**src/rtl/winwd_pkg.sv**
```systemverilog
`timescale 1ns/1ps
package winwd_pkg;
  localparam int CNT_W = 7;
  localparam int TB_W  = 2;
  localparam int REG_W = 32;

  typedef logic [CNT_W-1:0] cnt_t;

  localparam cnt_t CNT_DEF  = 7'h7F;
  localparam cnt_t WIN_DEF  = 7'h7F;
  localparam cnt_t CNT_WARN = 7'h40;

  localparam logic [7:0] OFS_CTRL = 8'h00;
  localparam logic [7:0] OFS_CFG  = 8'h04;
  localparam logic [7:0] OFS_STAT = 8'h08;

  typedef enum logic [1:0] {SEL_CTRL, SEL_CFG, SEL_STAT, SEL_NONE} sel_e;

  typedef struct packed {
    logic            warn_en;
    logic [TB_W-1:0] tbase;
    cnt_t            win;
  } cfg_t;

  localparam cfg_t CFG_DEF = '{warn_en: 1'b0, tbase: '0, win: WIN_DEF};

  function automatic sel_e f_decode(input logic [7:0] a);
    case (a)
      OFS_CTRL: return SEL_CTRL;
      OFS_CFG:  return SEL_CFG;
      OFS_STAT: return SEL_STAT;
      default:  return SEL_NONE;
    endcase
  endfunction

  // Exponent of the decrement period in clock cycles
  function automatic int f_period_log2(input int base, input logic [TB_W-1:0] tb);
    return base + int'(tb);
  endfunction

  // Counter value is inside the valid range while its top bit is set
  function automatic logic f_in_range(input cnt_t v);
    return v[CNT_W-1];
  endfunction

  function automatic cnt_t f_dec(input cnt_t v);
    return v - cnt_t'(1);
  endfunction

  // A reload is early while the counter still sits above the window
  function automatic logic f_too_early(input cnt_t cnt, input cnt_t win);
    return cnt > win;
  endfunction

  function automatic logic [REG_W-1:0] f_pack_ctrl(input logic armed, input cnt_t cnt);
    return {{(REG_W-CNT_W-1){1'b0}}, armed, cnt};
  endfunction

  function automatic logic [REG_W-1:0] f_pack_cfg(input cfg_t c);
    return {{(REG_W-CNT_W-TB_W-1){1'b0}}, c.warn_en, c.tbase, c.win};
  endfunction

  function automatic logic [REG_W-1:0] f_pack_stat(input logic flag);
    return {{(REG_W-1){1'b0}}, flag};
  endfunction
endpackage

```
**src/rtl/winwd_prescaler.sv**
```systemverilog
`timescale 1ns/1ps
module winwd_prescaler
  import winwd_pkg::*;
#(
  parameter int BASE_LOG2 = 12
) (
  input  logic            clk,
  input  logic            rst_n,
  input  logic            restart,
  input  logic [TB_W-1:0] tbase,
  output logic            tick
);
  localparam int PW = BASE_LOG2 + (1 << TB_W);

  logic [PW-1:0] div_q;
  logic [PW-1:0] lim_m1;

  always_comb begin
    lim_m1 = (PW'(1) << f_period_log2(BASE_LOG2, tbase)) - PW'(1);
    // >= covers a timebase lowered in the middle of a period
    tick   = (div_q >= lim_m1);
  end

  always_ff @(posedge clk or negedge rst_n) begin
    if (!rst_n)               div_q <= '0;
    else if (restart || tick) div_q <= '0;
    else                      div_q <= div_q + PW'(1);
  end
endmodule

```
**src/rtl/winwd_counter.sv**
```systemverilog
`timescale 1ns/1ps
module winwd_counter
  import winwd_pkg::*;
(
  input  logic clk,
  input  logic rst_n,
  input  logic soft_rst,
  input  logic load,
  input  cnt_t load_val,
  input  logic tick,
  output cnt_t cnt_q,
  output logic reach_warn,
  output logic fall_out
);
  logic step;
  cnt_t dec_val;

  always_comb begin
    step       = tick && !load;
    dec_val    = f_dec(cnt_q);
    reach_warn = step && (dec_val == CNT_WARN);
    fall_out   = step && f_in_range(cnt_q) && !f_in_range(dec_val);
  end

  always_ff @(posedge clk or negedge rst_n) begin
    if (!rst_n)        cnt_q <= CNT_DEF;
    else if (soft_rst) cnt_q <= CNT_DEF;
    else if (load)     cnt_q <= load_val;
    else if (tick)     cnt_q <= dec_val;
  end

  AST_TICK_DECREMENTS: assert property (@(posedge clk) disable iff (!rst_n)
    (tick && !load && !soft_rst) |=> (cnt_q == cnt_t'($past(cnt_q) - 7'd1)));

  AST_HOLD_WITHOUT_TICK: assert property (@(posedge clk) disable iff (!rst_n)
    (!tick && !load && !soft_rst) |=> $stable(cnt_q));
endmodule

```
**src/rtl/winwd_regs.sv**
```systemverilog
`timescale 1ns/1ps
module winwd_regs
  import winwd_pkg::*;
#(
  parameter int ADDR_W = 4
) (
  input  logic              clk,
  input  logic              rst_n,
  input  logic              soft_rst,
  input  logic [ADDR_W-1:0] addr,
  input  logic              wr,
  input  logic [REG_W-1:0]  wdata,
  input  cnt_t              cnt_q,
  input  logic              reach_warn,
  output logic              ctrl_wr,
  output logic              armed_q,
  output cfg_t              cfg_q,
  output logic              flag_q,
  output logic [REG_W-1:0]  rdata
);
  localparam int ARM_BIT  = CNT_W;
  localparam int TB_LO    = CNT_W;
  localparam int WEN_BIT  = CNT_W + TB_W;

  sel_e sel;
  logic cfg_wr;
  logic stat_wr;
  logic unused_wdata;

  assign unused_wdata = ^wdata[REG_W-1:WEN_BIT+1];

  always_comb begin
    sel     = f_decode(8'(addr));
    ctrl_wr = wr && (sel == SEL_CTRL);
    cfg_wr  = wr && (sel == SEL_CFG);
    stat_wr = wr && (sel == SEL_STAT);
  end

  always_ff @(posedge clk or negedge rst_n) begin
    if (!rst_n) begin
      armed_q <= 1'b0;
      cfg_q   <= CFG_DEF;
      flag_q  <= 1'b0;
    end else if (soft_rst) begin
      armed_q <= 1'b0;
      cfg_q   <= CFG_DEF;
      flag_q  <= 1'b0;
    end else begin
      if (ctrl_wr && wdata[ARM_BIT]) armed_q <= 1'b1;
      if (cfg_wr) begin
        cfg_q.win     <= wdata[CNT_W-1:0];
        cfg_q.tbase   <= wdata[TB_LO +: TB_W];
        cfg_q.warn_en <= cfg_q.warn_en | wdata[WEN_BIT];
      end
      if (reach_warn)                flag_q <= 1'b1;
      else if (stat_wr && !wdata[0]) flag_q <= 1'b0;
    end
  end

  always_comb begin
    case (sel)
      SEL_CTRL: rdata = f_pack_ctrl(armed_q, cnt_q);
      SEL_CFG:  rdata = f_pack_cfg(cfg_q);
      SEL_STAT: rdata = f_pack_stat(flag_q);
      default:  rdata = '0;
    endcase
  end

  AST_ARM_STICKY: assert property (@(posedge clk) disable iff (!rst_n)
    (armed_q && !soft_rst) |=> armed_q);

  AST_WARN_EN_STICKY: assert property (@(posedge clk) disable iff (!rst_n)
    (cfg_q.warn_en && !soft_rst) |=> cfg_q.warn_en);

  AST_FLAG_ON_WARN: assert property (@(posedge clk) disable iff (!rst_n)
    (reach_warn && !soft_rst) |=> flag_q);

  AST_FLAG_NO_SET_BY_ONE: assert property (@(posedge clk) disable iff (!rst_n)
    (!flag_q && !reach_warn) |=> !flag_q);
endmodule

```
**src/rtl/winwd.sv**
```systemverilog
`timescale 1ns/1ps
module winwd
  import winwd_pkg::*;
#(
  parameter int PRESC_LOG2 = 12,
  parameter int ADDR_W     = 4
) (
  input  logic              clk,
  input  logic              rst_n,
  input  logic [ADDR_W-1:0] bus_addr,
  input  logic              bus_wr,
  input  logic [31:0]       bus_wdata,
  output logic [31:0]       bus_rdata,
  output logic              rst_req,
  output logic              irq
);
  logic ctrl_wr;
  logic armed_q;
  cfg_t cfg_q;
  logic flag_q;
  cnt_t cnt_q;
  logic reach_warn;
  logic fall_out;
  logic tick;
  logic ev_early;
  logic ev_badval;
  logic ev_timeout;
  logic ev_any;
  logic rst_req_q;
  cnt_t wr_cnt;

  assign wr_cnt = bus_wdata[CNT_W-1:0];

  // Reset causes, named separately for the assertions
  always_comb begin
    ev_early   = ctrl_wr && armed_q && f_too_early(cnt_q, cfg_q.win);
    ev_badval  = ctrl_wr && (armed_q || bus_wdata[CNT_W]) && !f_in_range(wr_cnt);
    ev_timeout = armed_q && fall_out;
    ev_any     = ev_early || ev_badval || ev_timeout;
  end

  winwd_regs #(.ADDR_W(ADDR_W)) u_regs (
    .clk        (clk),
    .rst_n      (rst_n),
    .soft_rst   (ev_any),
    .addr       (bus_addr),
    .wr         (bus_wr),
    .wdata      (bus_wdata),
    .cnt_q      (cnt_q),
    .reach_warn (reach_warn),
    .ctrl_wr    (ctrl_wr),
    .armed_q    (armed_q),
    .cfg_q      (cfg_q),
    .flag_q     (flag_q),
    .rdata      (bus_rdata)
  );

  winwd_prescaler #(.BASE_LOG2(PRESC_LOG2)) u_presc (
    .clk     (clk),
    .rst_n   (rst_n),
    .restart (ctrl_wr || ev_any),
    .tbase   (cfg_q.tbase),
    .tick    (tick)
  );

  winwd_counter u_cnt (
    .clk        (clk),
    .rst_n      (rst_n),
    .soft_rst   (ev_any),
    .load       (ctrl_wr),
    .load_val   (wr_cnt),
    .tick       (tick),
    .cnt_q      (cnt_q),
    .reach_warn (reach_warn),
    .fall_out   (fall_out)
  );

  always_ff @(posedge clk or negedge rst_n) begin
    if (!rst_n) rst_req_q <= 1'b0;
    else        rst_req_q <= ev_any;
  end

  assign rst_req = rst_req_q;
  assign irq     = flag_q && cfg_q.warn_en;

  AST_REQ_SINGLE_CYCLE: assert property (@(posedge clk) disable iff (!rst_n)
    rst_req |=> !rst_req);

  AST_DEFAULTS_WITH_REQ: assert property (@(posedge clk) disable iff (!rst_n)
    rst_req |-> (cnt_q == CNT_DEF && !armed_q && cfg_q == CFG_DEF && !flag_q));

  AST_QUIET_UNARMED: assert property (@(posedge clk) disable iff (!rst_n)
    (!armed_q && !bus_wr) |=> !rst_req);

  AST_EARLY_RELOAD_RESETS: assert property (@(posedge clk) disable iff (!rst_n)
    (bus_wr && bus_addr == ADDR_W'(OFS_CTRL) && armed_q && cnt_q > cfg_q.win) |=> rst_req);

  AST_TIMEOUT_AT_40: assert property (@(posedge clk) disable iff (!rst_n)
    (armed_q && tick && !bus_wr && cnt_q == CNT_WARN) |=> rst_req);
endmodule

```
**config.mk**
```make
export PLATFORM = sky130hd
export DESIGN_NAME = winwd
export DESIGN_NICKNAME = d
export VERILOG_FILES = /design/src/rtl/winwd_pkg.sv /design/src/rtl/winwd_prescaler.sv /design/src/rtl/winwd_counter.sv /design/src/rtl/winwd_regs.sv /design/src/rtl/winwd.sv
export SDC_FILE = /design/constraint.sdc
export NUM_CORES = 1
export LEC_CHECK = 0
export ABC_AREA = 1
export BUFFER_PORTS_ARGS = -buffer_cell sky130_fd_sc_hd__buf_2
export CAP_MARGIN = 20
export CORE_MARGIN = 2
export CORE_UTILIZATION = 50
export DETAILED_ROUTE_END_ITERATION = 12
export PLACE_DENSITY = 0.85
export SLEW_MARGIN = 20
export SYNTH_ARGS = -nofsm -noshare
export SYNTH_HDL_FRONTEND = slang
export SYNTH_HIERARCHICAL = 1
export SYNTH_SLANG_ARGS = --single-unit
```
**constraint.sdc**
```tcl
create_clock -name clk -period 4.3 [get_ports clk]
set_clock_uncertainty 0.2 [all_clocks]
set_input_delay 0.215 -clock clk [delete_from_list [all_inputs] [get_ports clk]]
set_output_delay 0.215 -clock clk [all_outputs]
set_load 0.01 [all_outputs]
```
==> results.cfg <==
[status]
status = finished, final reports clean

[sta]
slew-limit-headroom = 0.450
setup_viol = 0
fin_crit_ns = 3.09
max_freq_ghz = 0.324
rsz0062_at_grt = no
tightest_slew_ns = 0.825
setup_tns_ns = 0
min_period_over_period = 0.718
slew_viol_final = 0
hold_viol = 0

[route]
postRouteAntennaNets = 0
routedWlPerCell_um = 12.5
vias = 2505
drtPass1Iterations = 5
avgViaCountPerCell = 5.11
totalWireLength_mm = 6.11
drt-initial-drc-count = 214
route.detailed.drc = 0

[logic_synthesis]
synth-seq-cells = 36
synth_warnings = 6
synth.distinct_cells = 34
synth_common_cells = nand2_1 (97), inv_1 (47), nor2_1 (46)
synth_edf_count = 0
ys_top_cells_by_area = dfrtp_1 (20%), dfstp_2 (13%), nand2_1 (13%)
ys_seq_area_frac = 0.332
synth_largest_area_cell = dfrtp_1
synth_most_common_cell = nand2_1
synth_flop_cell = dfrtp_1
netlist_instances = 383
async_reset_ff_frac = 1.00
synth_area_um2 = 2770
avgSynthCellArea_um2 = 7.23
synth_top_cell_area_share = 0.199

[critical_path]
regToRegStartpoint = u_regs/cfg_q[8]
reg2reg_to = u_regs/cfg_q[1]
endpoint = u_regs/cfg_q[1]
r2r_setup_slack_ns = 1.21
r2r_cells = 14
worstSetupStartpointType = flip-flop
critPathMaxFanout = 15
worstSetupStartpoint = u_regs/cfg_q[8]
criticalPathCategory = flip-flop to flip-flop
crit_arrival_ns = 3.10
critPathCaptureType = flip-flop
worstPathRequired_ns = 4.32

[clock_network]
cts_buffers = 5
clockRootBuffer = clkbuf_8
htreeDepth = 2
clkTransAtPathRegs_ns = 0.07
cts_sinks = 36
post_cts_buffers = 0
clk_latency_ns = 0.29
cts_tree = yes
clockBufferDepth = 2

[global_routing]
antenna_found_initial = 0
grt_pass1_vias = 2379
grt_max_degree = 37
track_usage = 0.213
grt_pass1_wl_mm = 10.4
globalRouteOverflowTotal = 0

[power]
p_leak_nw = 1.60
ir_drop_mv = 0.324
power_density_nw_per_um2 = 466

[die]
start_util = 0.509
die_y_um = 78.4
ioPinCount = 73
core_area_um2 = 5440
fp.dieW_um = 78.4
rows = 27
die-area_um2 = 6150

[layout]
syn2layout_area_growth_pct = 8.67
antenna_cells = 0
num-nets-final = 470
fin_area_um2 = 3010
final_layout_size_suffix_gt1_frac = 0.203

[place]
routabilityCongestion = 0.884
hpwl_mm = 4.33
io_buffers = 28
placed_area_um2 = 2860

[min_path]
hold_depth = 3
hold_class = input port to flip-flop

[job]
cap_violations = 0
-- final cells by class --
cell class              instances  area, um2
repair buffers                 34        198
fillers                       491       2430
flip-flops and latches         36        918
clock buffers                   8        100
inverters                      52        200
multi-input cells             288       1500
well taps                      72       90.1
-- routing by layer --
metal,part of all wire,track usage
met1,0.43,0.269
met2,0.49,0.356
met3,0.056,0.0425
met4,0.020,0.0895
met5,0,0
-- sequential cells by signal, summed over array words and instances, names as in the netlist --
name	count
u_regs/cfg_q	10
u_presc/div_q	16
u_regs/armed_q	1
u_regs/flag_q	1
u_cnt/cnt_q	7
rst_req	1
-- worst max-delay path, cell delays in order (launching register included) --
cell,delay (ns)
dfrtp_1,0.42
nand2_1,0.10
ha_1,0.30
nand2_1,0.07
a21oi_1,0.04
nor2_1,0.23
nand2_1,0.22
nand2_4,0.15
nor2_1,0.07
a21oi_1,0.19
nand2_1,0.36
inv_2,0.39
nand2_4,0.14
nand2_1,0.09
nand2_1,0.05
-- through the flow --
step / std cells / power [mW] / setup WS [ns] / util / hold slack, ns
finish: 490 / 1.40 / 1.21 / 0.553 / 0.0187
global placement: 477 / 1.08 / 1.37 / 0.526 / 0.149
CTS: 490 / 1.41 / 1.27 / 0.553 / 0.00478
floorplan: 404 / 1.00 / 1.82 / - / -0.281
detailed placement: 477 / 1.12 / 1.32 / 0.526 / 0.161
global route: 490 / 1.53 / 1.03 / 0.553 / 0.0370
-- how the worst min path moves through the flow --
| stage | start | to | slack, ns |
|---|---|---|---|
| after CTS | bus_wdata[5] | u_cnt/cnt_q[5] | 0.005 |
| after global routing | bus_wdata[5] | u_cnt/cnt_q[5] | 0.04 |
| after detailed placement | rst_n | u_presc/div_q[5] | 0.16 |
| final | bus_wdata[5] | u_cnt/cnt_q[5] | 0.02 |
| after floorplan | rst_n | rst_req | -0.28 |
| after global placement | rst_n | u_presc/div_q[5] | 0.15 |
-- repair_timing --
item	4_1_cts	5_1_grt
hold buffers	5	0
hold endpoints to repair	26	0
resized for setup	0	0
-- cell families (layout without fill, tap and decap cells) --
logic type	count (synthesis)	count (layout)	synth area share
AOI/OAI and AO/OA	26	26	0.0560
xor gates and xnor gates	8	8	0.0253
adders and majority gates	14	14	0.0632
buffers and inverters	80	94	0.154
DFF	36	36	0.332
other	2	23	0.00271
and+or+nand+nor	217	217	0.367
-- power by group --
group	internal, mW	switching (mW)
registers	0.488	0.124
clock network	0.146	0.122
logic	0.218	0.304
-- cell usage in the layout (no fill, tap or decap), types with 7 or more instances in the layout --
cell type,count
dfrtp_1,22
conb_1,23
nor2_2,7
dfstp_2,14
ha_1,14
a21oi_1,15
inv_1,47
nand4_1,9
nand2_1,97
clkbuf_8,7
nand3_1,34
or2_2,7
buf_2,28
nor2_1,46
Power figures use the tool's default switching activity.
